File: config.mk
export PLATFORM = sky130hd
export DESIGN_NAME = display_regport
export DESIGN_NICKNAME = d
export VERILOG_FILES = /design/src/rtl/regport_pkg.sv /design/src/rtl/regport_decode.sv /design/src/rtl/regport_mode.sv /design/src/rtl/regport_cursor.sv /design/src/rtl/regport_scratch.sv /design/src/rtl/regport_sync.sv /design/src/rtl/display_regport.sv
export SDC_FILE = /design/constraint.sdc
export NUM_CORES = 1
export LEC_CHECK = 0
export BUFFER_PORTS_ARGS = -buffer_cell sky130_fd_sc_hd__buf_2
export CAP_MARGIN = 10
export CORE_ASPECT_RATIO = 1.75
export CORE_MARGIN = 1
export CORE_UTILIZATION = 60
export DETAILED_ROUTE_END_ITERATION = 12
export PLACE_DENSITY = 0.79
export SLEW_MARGIN = 20
export SYNTH_ARGS = -nofsm -noshare
export SYNTH_HDL_FRONTEND = slang
export SYNTH_HIERARCHICAL = 1
export SYNTH_SLANG_ARGS = --single-unit
File: constraint.sdc
create_clock -name clk -period 4.94 [get_ports clk]
set_clock_uncertainty 0.15 [all_clocks]
set_input_delay 0.247 -clock clk [delete_from_list [all_inputs] [get_ports clk]]
set_output_delay 0.247 -clock clk [all_outputs]
set_load 0.01 [all_outputs]
File: src/rtl/regport_pkg.sv
// Shared constants and the register-select type for the indexed display
// register port. Assumes 32-bit registers and selectors.
package regport_pkg;

    localparam logic [31:0] VER_0 = 32'h9000_0000;
    localparam logic [31:0] VER_1 = 32'h9000_0001;
    localparam logic [31:0] VER_2 = 32'h9000_0002;

    // Capability word: fill, copy, cursor, both cursor bypass modes.
    localparam logic [31:0] CAP_WORD = 32'h0000_00E3;

    localparam logic [31:0] CUR_HIDE = 32'd0;
    localparam logic [31:0] CUR_SHOW = 32'd1;

    typedef enum logic [4:0] {
        SEL_NONE,
        SEL_VER,
        SEL_ENABLE,
        SEL_WIDTH,
        SEL_HEIGHT,
        SEL_MAXW,
        SEL_MAXH,
        SEL_DEPTH,
        SEL_PIXBITS,
        SEL_PITCH,
        SEL_CAPS,
        SEL_CONFIG,
        SEL_SYNC,
        SEL_BUSY,
        SEL_GUEST,
        SEL_CUR_ID,
        SEL_CUR_X,
        SEL_CUR_Y,
        SEL_CUR_ON,
        SEL_SCR_SIZE,
        SEL_SCRATCH
    } reg_sel_e;

endpackage

File: src/rtl/regport_decode.sv
// Selector decoder: classifies the 32-bit selector into a register kind.
// Assumes the scratch bank begins right after the colour-map range; the
// colour map and every unlisted selector decode to SEL_NONE.
module regport_decode
    import regport_pkg::*;
#(
    parameter int unsigned SCR_BASE  = 1792,
    parameter int unsigned SCR_WORDS = 16
) (
    input  logic [31:0] index,
    output reg_sel_e    sel
);
    localparam logic [31:0] SCR_LO = 32'(SCR_BASE);
    localparam logic [31:0] SCR_HI = 32'(SCR_BASE + SCR_WORDS);

    // Map the selector value to a register kind.
    always_comb begin
        case (index)
            32'd0:   sel = SEL_VER;
            32'd1:   sel = SEL_ENABLE;
            32'd2:   sel = SEL_WIDTH;
            32'd3:   sel = SEL_HEIGHT;
            32'd4:   sel = SEL_MAXW;
            32'd5:   sel = SEL_MAXH;
            32'd6:   sel = SEL_DEPTH;
            32'd7:   sel = SEL_PIXBITS;
            32'd12:  sel = SEL_PITCH;
            32'd17:  sel = SEL_CAPS;
            32'd20:  sel = SEL_CONFIG;
            32'd21:  sel = SEL_SYNC;
            32'd22:  sel = SEL_BUSY;
            32'd23:  sel = SEL_GUEST;
            32'd24:  sel = SEL_CUR_ID;
            32'd25:  sel = SEL_CUR_X;
            32'd26:  sel = SEL_CUR_Y;
            32'd27:  sel = SEL_CUR_ON;
            32'd28:  sel = SEL_PIXBITS;
            32'd29:  sel = SEL_SCR_SIZE;
            default: sel = (index >= SCR_LO && index < SCR_HI) ? SEL_SCRATCH : SEL_NONE;
        endcase
    end

endmodule

File: src/rtl/regport_mode.sv
// Mode and identity registers: version, enable, width, height, config done,
// guest id. Validates version, width and height writes; rejected writes
// leave the register untouched. Assumes wr is a one-cycle data-port write.
module regport_mode
    import regport_pkg::*;
#(
    parameter int unsigned MAX_WIDTH  = 2368,
    parameter int unsigned MAX_HEIGHT = 1770,
    parameter int unsigned DEF_WIDTH  = 640,
    parameter int unsigned DEF_HEIGHT = 480
) (
    input  logic        clk,
    input  logic        rst_n,
    input  logic        wr,
    input  reg_sel_e    sel,
    input  logic [31:0] wdata,
    output logic [31:0] ver_q,
    output logic        enable_q,
    output logic [31:0] width_q,
    output logic [31:0] height_q,
    output logic        config_q,
    output logic [31:0] guest_q
);
    localparam logic [31:0] W_LIM = 32'(MAX_WIDTH);
    localparam logic [31:0] H_LIM = 32'(MAX_HEIGHT);

    logic ver_ok;

    // Version word is accepted only if it matches a known revision.
    always_comb ver_ok = (wdata == VER_0) || (wdata == VER_1) || (wdata == VER_2);

    // Update the mode registers on accepted data-port writes.
    always_ff @(posedge clk) begin
        if (!rst_n) begin
            ver_q    <= VER_2;
            enable_q <= 1'b0;
            width_q  <= 32'(DEF_WIDTH);
            height_q <= 32'(DEF_HEIGHT);
            config_q <= 1'b0;
            guest_q  <= 32'd0;
        end else if (wr) begin
            case (sel)
                SEL_VER:    if (ver_ok) ver_q <= wdata;
                SEL_ENABLE: enable_q <= |wdata;
                SEL_WIDTH:  if (wdata <= W_LIM) width_q <= wdata;
                SEL_HEIGHT: if (wdata <= H_LIM) height_q <= wdata;
                SEL_CONFIG: config_q <= |wdata;
                SEL_GUEST:  guest_q <= wdata;
                default: ;
            endcase
        end
    end

endmodule

File: src/rtl/regport_cursor.sv
// Hardware cursor registers: id, x, y and visibility. Visibility is set only
// by code 1 and cleared only by code 0; every other code leaves it as is.
module regport_cursor
    import regport_pkg::*;
(
    input  logic        clk,
    input  logic        rst_n,
    input  logic        wr,
    input  reg_sel_e    sel,
    input  logic [31:0] wdata,
    output logic [31:0] cur_id_q,
    output logic [31:0] cur_x_q,
    output logic [31:0] cur_y_q,
    output logic        cur_on_q
);

    // Store cursor fields and apply the selective visibility codes.
    always_ff @(posedge clk) begin
        if (!rst_n) begin
            cur_id_q <= 32'd0;
            cur_x_q  <= 32'd0;
            cur_y_q  <= 32'd0;
            cur_on_q <= 1'b0;
        end else if (wr) begin
            case (sel)
                SEL_CUR_ID: cur_id_q <= wdata;
                SEL_CUR_X:  cur_x_q  <= wdata;
                SEL_CUR_Y:  cur_y_q  <= wdata;
                SEL_CUR_ON: begin
                    if (wdata == CUR_SHOW)      cur_on_q <= 1'b1;
                    else if (wdata == CUR_HIDE) cur_on_q <= 1'b0;
                end
                default: ;
            endcase
        end
    end

endmodule

File: src/rtl/regport_scratch.sv
// Scratch word bank. Each word owns a comparator against its own selector,
// so no subtraction sits in front of the array. Read data is the OR of the
// one word that matches (at most one can match).
module regport_scratch #(
    parameter int unsigned SCR_BASE  = 1792,
    parameter int unsigned SCR_WORDS = 16
) (
    input  logic        clk,
    input  logic        rst_n,
    input  logic        wr,
    input  logic [31:0] index,
    input  logic [31:0] wdata,
    output logic [31:0] rdata
);
    logic [SCR_WORDS-1:0] hit;
    logic [31:0]          word_q [SCR_WORDS];

    for (genvar g = 0; g < SCR_WORDS; g++) begin : g_word
        // Selector match for this word.
        assign hit[g] = (index == 32'(SCR_BASE + g));

        // Write this word when its selector is active.
        always_ff @(posedge clk) begin
            if (!rst_n)           word_q[g] <= 32'd0;
            else if (wr && hit[g]) word_q[g] <= wdata;
        end
    end

    // Collect the matching word onto the read bus.
    always_comb begin
        rdata = 32'd0;
        for (int i = 0; i < SCR_WORDS; i++) begin
            if (hit[i]) rdata = rdata | word_q[i];
        end
    end

endmodule

File: src/rtl/regport_sync.sv
// Sync handshake: a sync write raises a one-cycle start strobe and sets
// busy. Busy clears once the consumer reports idle in a cycle after the
// strobe, so an idle level left over from before the request is not taken.
module regport_sync (
    input  logic clk,
    input  logic rst_n,
    input  logic sync_wr,
    input  logic consumer_idle,
    output logic sync_start,
    output logic busy_q
);

    // Generate the strobe and track completion.
    always_ff @(posedge clk) begin
        if (!rst_n) begin
            sync_start <= 1'b0;
            busy_q     <= 1'b0;
        end else begin
            sync_start <= sync_wr;
            if (sync_wr)                                 busy_q <= 1'b1;
            else if (busy_q && !sync_start && consumer_idle) busy_q <= 1'b0;
        end
    end

endmodule

File: src/rtl/display_regport.sv
// Indexed register port for a display controller. Port 0 holds a 32-bit
// selector; port 1 reads or writes the selected register; ports 2 and 3
// are inert. Read data is registered and returned one cycle after the
// request. Assumes one access per cycle and 32-bit accesses only.
module display_regport
    import regport_pkg::*;
#(
    parameter int unsigned MAX_WIDTH     = 2368,
    parameter int unsigned MAX_HEIGHT    = 1770,
    parameter int unsigned DEF_WIDTH     = 640,
    parameter int unsigned DEF_HEIGHT    = 480,
    parameter int unsigned DEPTH_BITS    = 32,
    parameter int unsigned PAL_BASE      = 1024,
    parameter int unsigned PAL_WORDS     = 768,
    parameter int unsigned SCRATCH_WORDS = 16
) (
    input  logic        clk,
    input  logic        rst_n,
    input  logic        acc_en,
    input  logic        acc_we,
    input  logic [1:0]  acc_port,
    input  logic [31:0] acc_wdata,
    output logic        rd_valid,
    output logic [31:0] rd_data,
    output logic        sync_start,
    input  logic        consumer_idle
);
    localparam int unsigned SCR_BASE = PAL_BASE + PAL_WORDS;
    localparam logic [31:0] DEPTH_RD = (DEPTH_BITS == 32) ? 32'd24 : 32'(DEPTH_BITS);

    logic [31:0] index_q;
    reg_sel_e    sel;
    logic        idx_wr, val_wr, rd_req;
    logic [31:0] ver_q, width_q, height_q, guest_q;
    logic        enable_q, config_q;
    logic [31:0] cur_id_q, cur_x_q, cur_y_q;
    logic        cur_on_q;
    logic [31:0] scr_rdata;
    logic        busy_q;
    logic [31:0] value_rd, port_rd;

    // Split the access into selector write, data write and read request.
    always_comb begin
        idx_wr = acc_en && acc_we && (acc_port == 2'd0);
        val_wr = acc_en && acc_we && (acc_port == 2'd1);
        rd_req = acc_en && !acc_we;
    end

    // Hold the selector.
    always_ff @(posedge clk) begin
        if (!rst_n)      index_q <= 32'd0;
        else if (idx_wr) index_q <= acc_wdata;
    end

    regport_decode #(.SCR_BASE(SCR_BASE), .SCR_WORDS(SCRATCH_WORDS)) u_decode (
        .index (index_q),
        .sel   (sel)
    );

    regport_mode #(
        .MAX_WIDTH(MAX_WIDTH), .MAX_HEIGHT(MAX_HEIGHT),
        .DEF_WIDTH(DEF_WIDTH), .DEF_HEIGHT(DEF_HEIGHT)
    ) u_mode (
        .clk(clk), .rst_n(rst_n), .wr(val_wr), .sel(sel), .wdata(acc_wdata),
        .ver_q(ver_q), .enable_q(enable_q), .width_q(width_q),
        .height_q(height_q), .config_q(config_q), .guest_q(guest_q)
    );

    regport_cursor u_cursor (
        .clk(clk), .rst_n(rst_n), .wr(val_wr), .sel(sel), .wdata(acc_wdata),
        .cur_id_q(cur_id_q), .cur_x_q(cur_x_q), .cur_y_q(cur_y_q),
        .cur_on_q(cur_on_q)
    );

    regport_scratch #(.SCR_BASE(SCR_BASE), .SCR_WORDS(SCRATCH_WORDS)) u_scratch (
        .clk(clk), .rst_n(rst_n), .wr(val_wr), .index(index_q),
        .wdata(acc_wdata), .rdata(scr_rdata)
    );

    regport_sync u_sync (
        .clk(clk), .rst_n(rst_n), .sync_wr(val_wr && (sel == SEL_SYNC)),
        .consumer_idle(consumer_idle), .sync_start(sync_start), .busy_q(busy_q)
    );

    // Select the data-port read value for the current register.
    always_comb begin
        case (sel)
            SEL_VER:      value_rd = ver_q;
            SEL_ENABLE:   value_rd = {31'd0, enable_q};
            SEL_WIDTH:    value_rd = width_q;
            SEL_HEIGHT:   value_rd = height_q;
            SEL_MAXW:     value_rd = 32'(MAX_WIDTH);
            SEL_MAXH:     value_rd = 32'(MAX_HEIGHT);
            SEL_DEPTH:    value_rd = DEPTH_RD;
            SEL_PIXBITS:  value_rd = 32'(DEPTH_BITS);
            SEL_PITCH:    value_rd = (width_q * 32'(DEPTH_BITS)) >> 3;
            SEL_CAPS:     value_rd = CAP_WORD;
            SEL_CONFIG:   value_rd = {31'd0, config_q};
            SEL_BUSY:     value_rd = {31'd0, busy_q};
            SEL_GUEST:    value_rd = guest_q;
            SEL_CUR_ID:   value_rd = cur_id_q;
            SEL_CUR_X:    value_rd = cur_x_q;
            SEL_CUR_Y:    value_rd = cur_y_q;
            SEL_CUR_ON:   value_rd = {31'd0, cur_on_q};
            SEL_SCR_SIZE: value_rd = 32'(SCRATCH_WORDS);
            SEL_SCRATCH:  value_rd = scr_rdata;
            default:      value_rd = 32'd0;
        endcase
    end

    // Select by port.
    always_comb begin
        case (acc_port)
            2'd0:    port_rd = index_q;
            2'd1:    port_rd = value_rd;
            2'd2:    port_rd = 32'd0;
            default: port_rd = 32'hFFFF_FFFF;
        endcase
    end

    // Register the read response.
    always_ff @(posedge clk) begin
        if (!rst_n) begin
            rd_valid <= 1'b0;
            rd_data  <= 32'd0;
        end else begin
            rd_valid <= rd_req;
            if (rd_req) rd_data <= port_rd;
        end
    end

endmodule

## Word level (Yosys, flattened, before mapping)

Memories as Yosys holds them, arrays and structs flattened.
Cells that the tools add are included.

| storage, ports and cells | value |
|---|---|
| register bits after elaboration | 294 |
| bits in writable memories | 512 |
| output and inout port bits | 34 |
| memories | 1 |

| operators by class | value |
|---|---|
| order comparisons | 4 |
| equality and inequality tests | 61 |
| muxes and demuxes | 89 |
| bitwise logic cells | 31 |
| reductions and logical operators | 45 |

Memory list:

| name | depth | bits a word | rd ports | clocked after Yosys merged registers in | wr ports | line | text |
|---|---|---|---|---|---|---|---|
| u_scratch.word_q | 16 | 32 | 16 | 0 | 16 | regport_scratch.sv:16 | `logic [31:0] word_q [SCR_WORDS];` |

Operators with widths:

| kind | number |
|---|---|
| 32-bit two-way mux | 32 |
| 32-bit one-hot mux with 19 select lines | 1 |
| 32-bit by 11-bit == test with 1-bit output (second input constant) | 16 |
| 32-bit OR | 15 |
| 32-bit by 5-bit == test with 1-bit output (second input constant) | 11 |
| 32-bit by 3-bit == test with 1-bit output (second input constant) | 4 |
| 32-bit == test (second input constant) | 3 |
| 32-bit one-hot mux with 3 select lines | 1 |
| 5-bit one-hot mux with 19 select lines | 1 |
| 32-bit by 1-bit == test with 1-bit output (second input constant) | 2 |
| 32-bit by 2-bit == test with 1-bit output (second input constant) | 2 |
| 32-bit logical NOT | 2 |
| 1-bit two-way mux | 53 |
| 5-bit by 4-bit == test with 1-bit output (second input constant) | 8 |
| 32-bit by 4-bit == test with 1-bit output (second input constant) | 1 |
| 32-bit by 11-bit >= comparator with 1-bit output (second input constant) | 1 |
| 32-bit by 11-bit less-or-equal comparator with 1-bit output (second input constant) | 1 |
| 32-bit by 12-bit less-or-equal comparator with 1-bit output (second input constant) | 1 |
| 32-bit by 11-bit < comparator with 1-bit output (second input constant) | 1 |
| 32-bit OR reduction | 1 |
| 5-bit == test (second input constant) | 5 |
| 1-bit logical AND | 24 |
| 5-bit by 3-bit == test with 1-bit output (second input constant) | 4 |
| 1-bit OR | 16 |
| 12 further kinds | 24 |

## Logic depth before layout (Yosys ltp)

Gate-level depths: netlist of the first run.

| depth | value |
|---|---|
| word-level depth | 34 |
| depth in mapped cells | 14 |
| gate-level depth less buffers | 11 |

## Hierarchy

Netlist of the first run, hierarchy kept.

By module, submodules not included:

| module | times used | cells an instance | area an instance (sq um) | sequential area each (sq um) |
|---|---|---|---|---|
| regport_scratch | 1 | 1570 | 22335.2 | 15374.7 |
| display_regport | 1 | 613 | 4863.4 | 1301.2 |
| regport_mode | 1 | 447 | 4455.5 | 2602.5 |
| regport_cursor | 1 | 441 | 3467.1 | 1941.9 |
| regport_decode | 1 | 55 | 344.1 | 0.0 |
| regport_sync | 1 | 6 | 61.3 | 40.0 |

## Least setup slack after synthesis of the first run

No wires, ideal clock.

| timing | value |
|---|---|
| path type | reg2reg |
| from | reg index_q[1] |
| to | reg u_mode.width_q[22] |
| arrival time | 3477 ps |
| path slack | 1198 ps |
| stages on the path, launching flop included | 12 |
| cell sequence | dfxtp_1 > buf_2 > mux2_1 > a21boi_1 > o21a_1 > nor3_2 > or3b_2 > or4_4 > or3_4 > or4b_4 > buf_6 > and3_1 |

RTL lines:

| what | line | text |
|---|---|---|
| start: declaration | display_regport.sv:31 | `logic [31:0] index_q;` |
| start signal: assignment | display_regport.sv:52 | `else if (idx_wr) index_q <= acc_wdata;` |
| 32-bit by 3-bit == test with 1-bit output or 32-bit by 5-bit == test with 1-bit output (tied branches) | regport_decode.sv:18 | `case (index)` |
| 2-bit OR reduction (no line) | - |  |
| 5-bit one-hot mux with 19 select lines * | regport_decode.sv:18 |  |
| named net sel[3] | display_regport.sv:32 | `reg_sel_e sel;` |
| 5-bit by 2-bit == test with 1-bit output * | regport_mode.sv:42 | `case (sel)` |
| 3-bit AND reduction (no line) * | - |  |
| end signal: assignment | regport_mode.sv:37 | `width_q <= 32'(DEF_WIDTH);` |
| end signal: assignment | regport_mode.sv:45 | `SEL_WIDTH: if (wdata <= W_LIM) width_q <= wdata;` |
| end: declaration | regport_mode.sv:19 | `output logic [31:0] width_q,` |

Mark *: on every way through the listed nets, which the timed path passes. The rest lies on a longest branch.
A chain may end at the register's enable or synchronous reset.

## Worst setup path after layout of the first run

| timing | value |
|---|---|
| from | reg index_q[4] |
| to | reg rd_data[27] |

| between the ends | value |
|---|---|
| word-level cells in the longest chain between the ends | 34 |

RTL lines:

| what | line | text |
|---|---|---|
| 32-bit by 11-bit == test with 1-bit output | regport_scratch.sv:20 | `assign hit[g] = (index == 32'(SCR_BASE + g));` |
| 32-bit two-way mux | regport_scratch.sv:33 | `if (hit[i]) rdata = rdata \| word_q[i];` |
| 32-bit OR | regport_scratch.sv:33 |  |
| 32-bit two-way mux | regport_scratch.sv:33 |  |
| 32-bit OR | regport_scratch.sv:33 |  |
| 32-bit two-way mux | regport_scratch.sv:33 |  |
| 32-bit OR | regport_scratch.sv:33 |  |
| 32-bit two-way mux | regport_scratch.sv:33 |  |
| [19 not listed] | - |  |
| 32-bit two-way mux | regport_scratch.sv:33 |  |
| 32-bit OR | regport_scratch.sv:33 |  |
| 32-bit two-way mux | regport_scratch.sv:33 |  |
| 32-bit OR | regport_scratch.sv:33 |  |
| 32-bit two-way mux * | regport_scratch.sv:33 |  |
| named net scr_rdata[27] | display_regport.sv:38 | `logic [31:0] scr_rdata;` |
| 32-bit one-hot mux with 19 select lines * | display_regport.sv:87 | `case (sel)` |
| 32-bit one-hot mux with 3 select lines * | display_regport.sv:113 | `case (acc_port)` |
| end signal: assignment | display_regport.sv:128 | `if (rd_req) rd_data <= port_rd;` |
| end: declaration | display_regport.sv:24 | `output logic [31:0] rd_data,` |

Marked as above.

==> results of run 1 <==
## cell families after synthesis
logic type	Yosys count	synth area share [%]
xor gates and xnor gates	2	0.0493
DFF	806	59.8
and+or+nand+nor	1280	20.2
buffers and inverters	284	3.53
muxes	44	1.29
AOI/OAI and AO/OA	716	15.0
## sequential cells by signal, summed over array words and instances (netlist names), 32 cells and up
signal and cells:
u_scratch/word_q 512, index_q 32, rd_data 32, u_cursor/cur_id_q 32, u_cursor/cur_x_q 32, u_cursor/cur_y_q 32, u_mode/guest_q 32, u_mode/height_q 32
u_mode/ver_q 32, u_mode/width_q 32
## stage by stage
step | utilization [%] | total power, W | hold slack [ps] | cell area, um^2
after floorplan | - | 0.00784 | 186 | 35500
final | 68.2 | 0.0139 | 19.2 | 39900
after global placement | 63.8 | 0.00822 | 289 | 37300
after CTS | 68.2 | 0.0139 | 1.13 | 39800
after global routing | 68.2 | 0.0142 | 27.2 | 39900
after detailed placement | 63.8 | 0.00824 | 285 | 37300
## cells in the final DEF (no fill, tap or decap), types with 16 or more instances in the layout
cell type / n
a21oi_1: 153
edfxtp_1: 512
buf_2: 71
a22o_1: 136
mux2i_1: 39
o21ai_0: 27
and2_1: 522
and3_1: 94
nor4_4: 16
nand4_1: 39
a22oi_1: 74
nor4_1: 20
a21boi_0: 65
a221oi_1: 124
nand3_1: 17
a31oi_1: 18
a21o_1: 17
nand2_2: 16
dlygate4sd3_1: 21
nor2b_1: 29
nand2_1: 409
nor2_1: 17
clkbuf_16: 73
buf_4: 102
buf_12: 32
dfxtp_1: 294
## worst max path at each step
stage                from                 end  slack (ps)  depth (start not counted)
2_1_floorplan  index_q[1]  u_mode/width_q[22]        1200                         11
3_3_place_gp   index_q[1]          rd_data[6]         930                         10
3_5_place_dp   index_q[1]          rd_data[6]         870                         10
4_1_cts        index_q[1]          rd_data[6]         850                         10
5_1_grt        index_q[1]          rd_data[6]         490                         10
6_report       index_q[4]         rd_data[27]         730                         12
## area by class of cell
cell class              count  area [um^2]  share of cell area [%]
diodes                      4         10.0                  0.0251
clock buffers              83         1860                    4.68
clock inverters            46          499                    1.25
inverters                   9         33.8                  0.0848
multi-input cells        2042        13200                    33.2
flip-flops and latches    806        21300                    53.3
well taps                 773          967                    2.43
repair buffers            227         1980                    4.98
## worst max-delay path: cells and delay by family (launching register included)
family	cells	cell delay (ps)
DFF	1	480
AOI/OAI and AO/OA	3	330
buffers and inverters	2	530
muxes	1	140
and+or+nand+nor	6	2470
## routing by layer
| layer | part of all wire (%) | track usage [%] | vias up |
|---|---|---|---|
| met5 | 0.035 | 0 | - |
| met4 | 9.5 | 35.4 | 6 |
| met3 | 11 | 8.62 | 706 |
| met2 | 47 | 67.3 | 2148 |
| met1 | 32 | 46.3 | 13344 |
| li1 | - | - | 11583 |
## power breakdown
part	internal (W)	switching [W]
registers	0.00730	0.0000692
logic	0.000181	0.000584
clock network	0.00321	0.00258
total	0.0107	0.00323
## timing repair
| item | CTS | global route |
|---|---|---|
| hold endpoints to repair | 85 | 0 |
| setup buffers | 0 | 0 |
| hold buffers | 21 | 0 |
==> flow_metrics.py, run 1 <==
metrics = {
    "clock_tree": {
        "cts_tree": "yes",
        "clk_pin_slew_ps": 70,
        "clock_latency_ps": 630,
        "numCtsBuffers": 72,
        "cts_root_buf": "clkbuf_16",
        "clock_path_buffers": 3,
        "cts_htree_levels": 3,
        "cts-resized-gates": 0,
        "clock_sinks": 806,
    },
    "detailed_routing": {
        "num_vias": 27787,
        "wire_per_inst_um": 31.1,
        "remaining_drc_errors": 0,
        "routed_via_density": 6.96,
        "postRouteAntennaNets": 0,
        "dr.pass1.iters": 6,
        "drt_wl_total_um": 124000,
        "dr.first_iter.drc_count": 3665,
    },
    "placed_design": {
        "gp_congestion": 0.989,
        "portBuffers": 72,
        "dp_hpwl_um": 76600,
        "dp_slack_ps": 873,
        "dp_cells": 3836,
    },
    "sta": {
        "slew_headroom_pct": 28.4,
        "grt_setup_unrepaired": "false",
        "setup-tns-final_ps": 0,
        "fin_crit_ps": 4210,
        "fmax_ghz": 0.238,
        "slew_viol_final": 0,
        "finalSetupViolations": 0,
        "setup_ws_ps": 732,
        "worst_pin_slew_ps": 1070,
        "hold_violations": 0,
        "fin_crit_sh_pct": 85.2,
    },
    "setup_path": {
        "worstPathArrival_ps": 4620,
        "crit_path_max_fanout": 18,
        "end_kind": "register",
        "path_cells": "nor4b_1 > nand2_1 > buf_4 > nor4_4 > a222oi_1 > nand4_1 > mux2i_1 > nor4_1 > buf_4 > a21oi_1 > and4_1 > a21oi_1",
        "timing_worst_setup_path_type": "reg2reg",
        "reg2reg_to": "rd_data[27]",
        "critPathRequiredTime_ps": 5350,
        "start_kind": "register",
        "r2r-start": "index_q[4]",
        "ff2ff_path_depth": 12,
        "cpPeakStageDelay_ps": 960,
        "cpMaxStageDelayCell": "nor4_4",
        "r2r_setup_slack_ps": 730,
    },
    "logic_synthesis": {
        "ys.warnings.count": 6,
        "synth_edf_count": 512,
        "yosysUniqueCellTypes": 87,
        "syn_area_um2": 35500,
        "ys.flop_type": "edfxtp_1",
        "syn-num-nets": 3171,
        "synth_top_area_share_pct": 43.3,
        "postSynthCellCount": 3132,
        "synthMostInstantiatedCell": "and2_1",
        "synth_seq_area_share_pct": 59.8,
        "synth-seq-cells": 806,
        "synth_top_area_cell": "edfxtp_1",
        "yosys-top-cells-count": "and2_1, edfxtp_1, nand2_1",
        "synth.avg_cell_area_um2": 11.3,
        "synth-async-reset-ratio_pct": 0,
        "yosys-top-cells-area": "edfxtp_1, dfxtp_1, and2_1",
    },
    "global_routing": {
        "grt_pass1_vias": 27672,
        "grt_usage_pct": 41.5,
        "grt_max_degree": 137,
        "grt_overflow": 0,
        "grt_pass1_wl_um": 178000,
        "antenna_found_initial": 8,
    },
    "hold_path": {
        "hold_end": "u_cursor/cur_id_q[3]",
        "hp-start": "acc_wdata[3]",
        "hold_class": "in2reg",
        "holdPathStages": 3,
    },
    "power_and_ir_drop": {
        "leakage_nw": 14.4,
        "cellPowerDensity_nw_per_um2": 349,
        "worst_ir_drop_vdd_uv": 345,
    },
    "cells_and_area": {
        "drive_gt1_share_pct": 12.1,
        "nets": 3197,
        "syn_to_final_growth_pct": 12.2,
        "instances_no_fill": 3990,
        "nFillCells": 4142,
    },
    "status": {
        "status": "finished, final reports clean",
    },
    "floorplanning": {
        "start_util_pct": 60.8,
        "rows": 117,
        "core_um2": 58400,
        "ios": 73,
        "die_w_um": 186,
        "die_h_um": 324,
        "dieArea_um2": 60200,
    },
    "run": {
        "maxCapViolations": 0,
    },
}
Power figures use the tool's default switching activity.
==> run 2: changes to the inputs <==
- CELL_PAD_IN_SITES_DETAIL_PLACEMENT: default -> 2
- CELL_PAD_IN_SITES_GLOBAL_PLACEMENT: default -> 2
- CORE_UTILIZATION: 60 -> 35
- PLACE_DENSITY: 0.79 -> 0.69
==> flow_metrics.py, run 2 (synthesis results as in run 1) <==
metrics = {
    "clock_tree": {
        "post-cts-setup-buffers": 0,
        "clock_path_buffers": 3,
        "cts_root_buf": "clkbuf_16",
        "clock_latency_ps": 690,
        "numCtsBuffers": 80,
        "cts_tree": "yes",
        "clock_sinks": 806,
        "clk_pin_slew_ps": 70,
        "cts_htree_levels": 3,
    },
    "setup_path": {
        "start_kind": "register",
        "worstPathArrival_ps": 5270,
        "path_buf_inv": 0,
        "cpPeakStageDelay_ps": 920,
        "cp_top_family": "simple AND/OR/NAND/NOR gates",
        "crit_path_max_fanout": 25,
        "path_cells": "nor4_1 > nand4_1 > or4_4 > a211oi_4 > or3_1 > nor2_4 > a22o_1 > a2111oi_0 > a31oi_1",
        "critPathRequiredTime_ps": 5310,
        "timing_worst_setup_path_type": "reg2reg",
        "r2r_setup_slack_ps": 40,
        "cpMaxStageDelayCell": "nor4_1",
        "end_kind": "register",
    },
    "floorplanning": {
        "die_h_um": 423,
        "dieArea_um2": 103000,
        "die_w_um": 243,
        "ios": 73,
        "start_util_pct": 35.3,
        "core_um2": 101000,
        "rows": 154,
    },
    "sta": {
        "finalSetupViolations": 0,
        "slew_headroom_pct": 26.7,
        "fmax_ghz": 0.204,
        "fin_crit_sh_pct": 99.1,
        "grt_setup_unrepaired": "false",
        "fin_hold_ws_ps": 36.5,
        "hold_violations": 0,
        "slew_viol_final": 0,
        "fin_crit_ps": 4900,
        "setup-tns-final_ps": 0,
        "worst_pin_slew_ps": 1090,
    },
    "status": {
        "status": "finished, final reports clean",
    },
    "placed_design": {
        "gp_congestion": 0.857,
        "dp_hpwl_um": 99500,
        "portBuffers": 72,
    },
    "power_and_ir_drop": {
        "leakage_nw": 14.7,
        "worst_ir_drop_vdd_uv": 289,
        "cellPowerDensity_nw_per_um2": 357,
    },
    "detailed_routing": {
        "dr.pass1.iters": 8,
        "num_vias": 27737,
        "dr.first_iter.drc_count": 2030,
        "routed_via_density": 6.05,
        "wire_per_inst_um": 34.2,
        "remaining_drc_errors": 0,
        "postRouteAntennaNets": 0,
        "drt_wl_total_um": 157000,
    },
    "global_routing": {
        "use_met1_pct": 32.7,
        "grt_usage_pct": 30.3,
        "met3_usage_pct": 3.61,
        "grt_overflow": 0,
        "met2_usage_pct": 56.6,
        "antenna_found_initial": 8,
        "grt_max_degree": 97,
        "grt.busiest_layer": "met2",
        "grt_pass1_vias": 30812,
        "grt_pass1_wl_um": 224000,
    },
    "run": {
        "maxCapViolations": 0,
    },
    "cells_and_area": {
        "nets": 3226,
        "max_flop_register": "u_scratch/word_q",
        "drive_gt1_share_pct": 12.8,
        "final_cell_mix": "and2_1, edfxtp_1, nand2_1",
        "syn_to_final_growth_pct": 15.8,
        "nFillCells": 10292,
        "largest_register_ffs": 512,
        "multi_input_area_um2": 13300,
        "final_common_cell": "and2_1",
        "regArea_um2": 21300,
    },
    "hold_path": {
        "hold_class": "in2reg",
    },
}
[run 2: cell count changes in the layout (fill, tap and decap cells not counted), sizes merged]
cell,delta
clkbuf,+22
buf,+13
dlygate4sd3,+8
inv,-5
clkinvlp,+2
diode,+2
[run 2: routing by layer]
layer / part of all wire, % / vias up
met5: 0.015 / -
met4: 5.7 / 4
met1: 36 / 14645
li1: - / 11638
met3: 5.1 / 393
met2: 53 / 1057
[run 2: per-stage QoR]
step	setup slack, ps	util (%)	power, W	std cells	instance area (um^2)
final	44.1	40.9	0.0147	4585	41100
after global routing	69.3	40.9	0.0150	4580	41100
after CTS	152	40.9	0.0148	4579	41100
after detailed placement	240	37.9	0.00834	4402	38100
after global placement	376	37.9	0.00830	4402	38100
after floorplan	1200	-	0.00784	3132	35500
[run 2: report_power, final]
part	internal, W	leakage [nW]	switching [W]
Combinational	0.000198	5.74	0.000640
Sequential	0.00730	7.65	0.0000777
Clock	0.00362	1.31	0.00286
Total	0.0111	14.7	0.00358
[run 2: path summary, 6_finish.rpt]
check	start	to	cells after the start
min	acc_wdata[10]	u_cursor/cur_x_q[10]	3
max reg2reg	index_q[26]	rd_data[6]	9
min reg2reg	u_cursor/cur_y_q[1]	u_cursor/cur_y_q[1]	2
max	index_q[26]	rd_data[6]	9
[run 2: worst min-delay path, stage by stage]
cell     delay (ps)
buf_2           330
nand2_1         150
a21oi_1          70
[run 2: repair_timing]
action,CTS,global route
resized for setup,0,0
hold buffers,29,0
hold endpoints to repair,125,0
[run 2: layout make-up]
type | count | share of cell area (%)
well taps | 1326 | 4.03
flip-flops and latches | 806 | 51.7
clock buffers | 105 | 5.29
clock inverters | 43 | 1.33
inverters | 9 | 0.0852
diodes | 6 | 0.0365
multi-input cells | 2042 | 32.2
repair buffers | 248 | 5.31
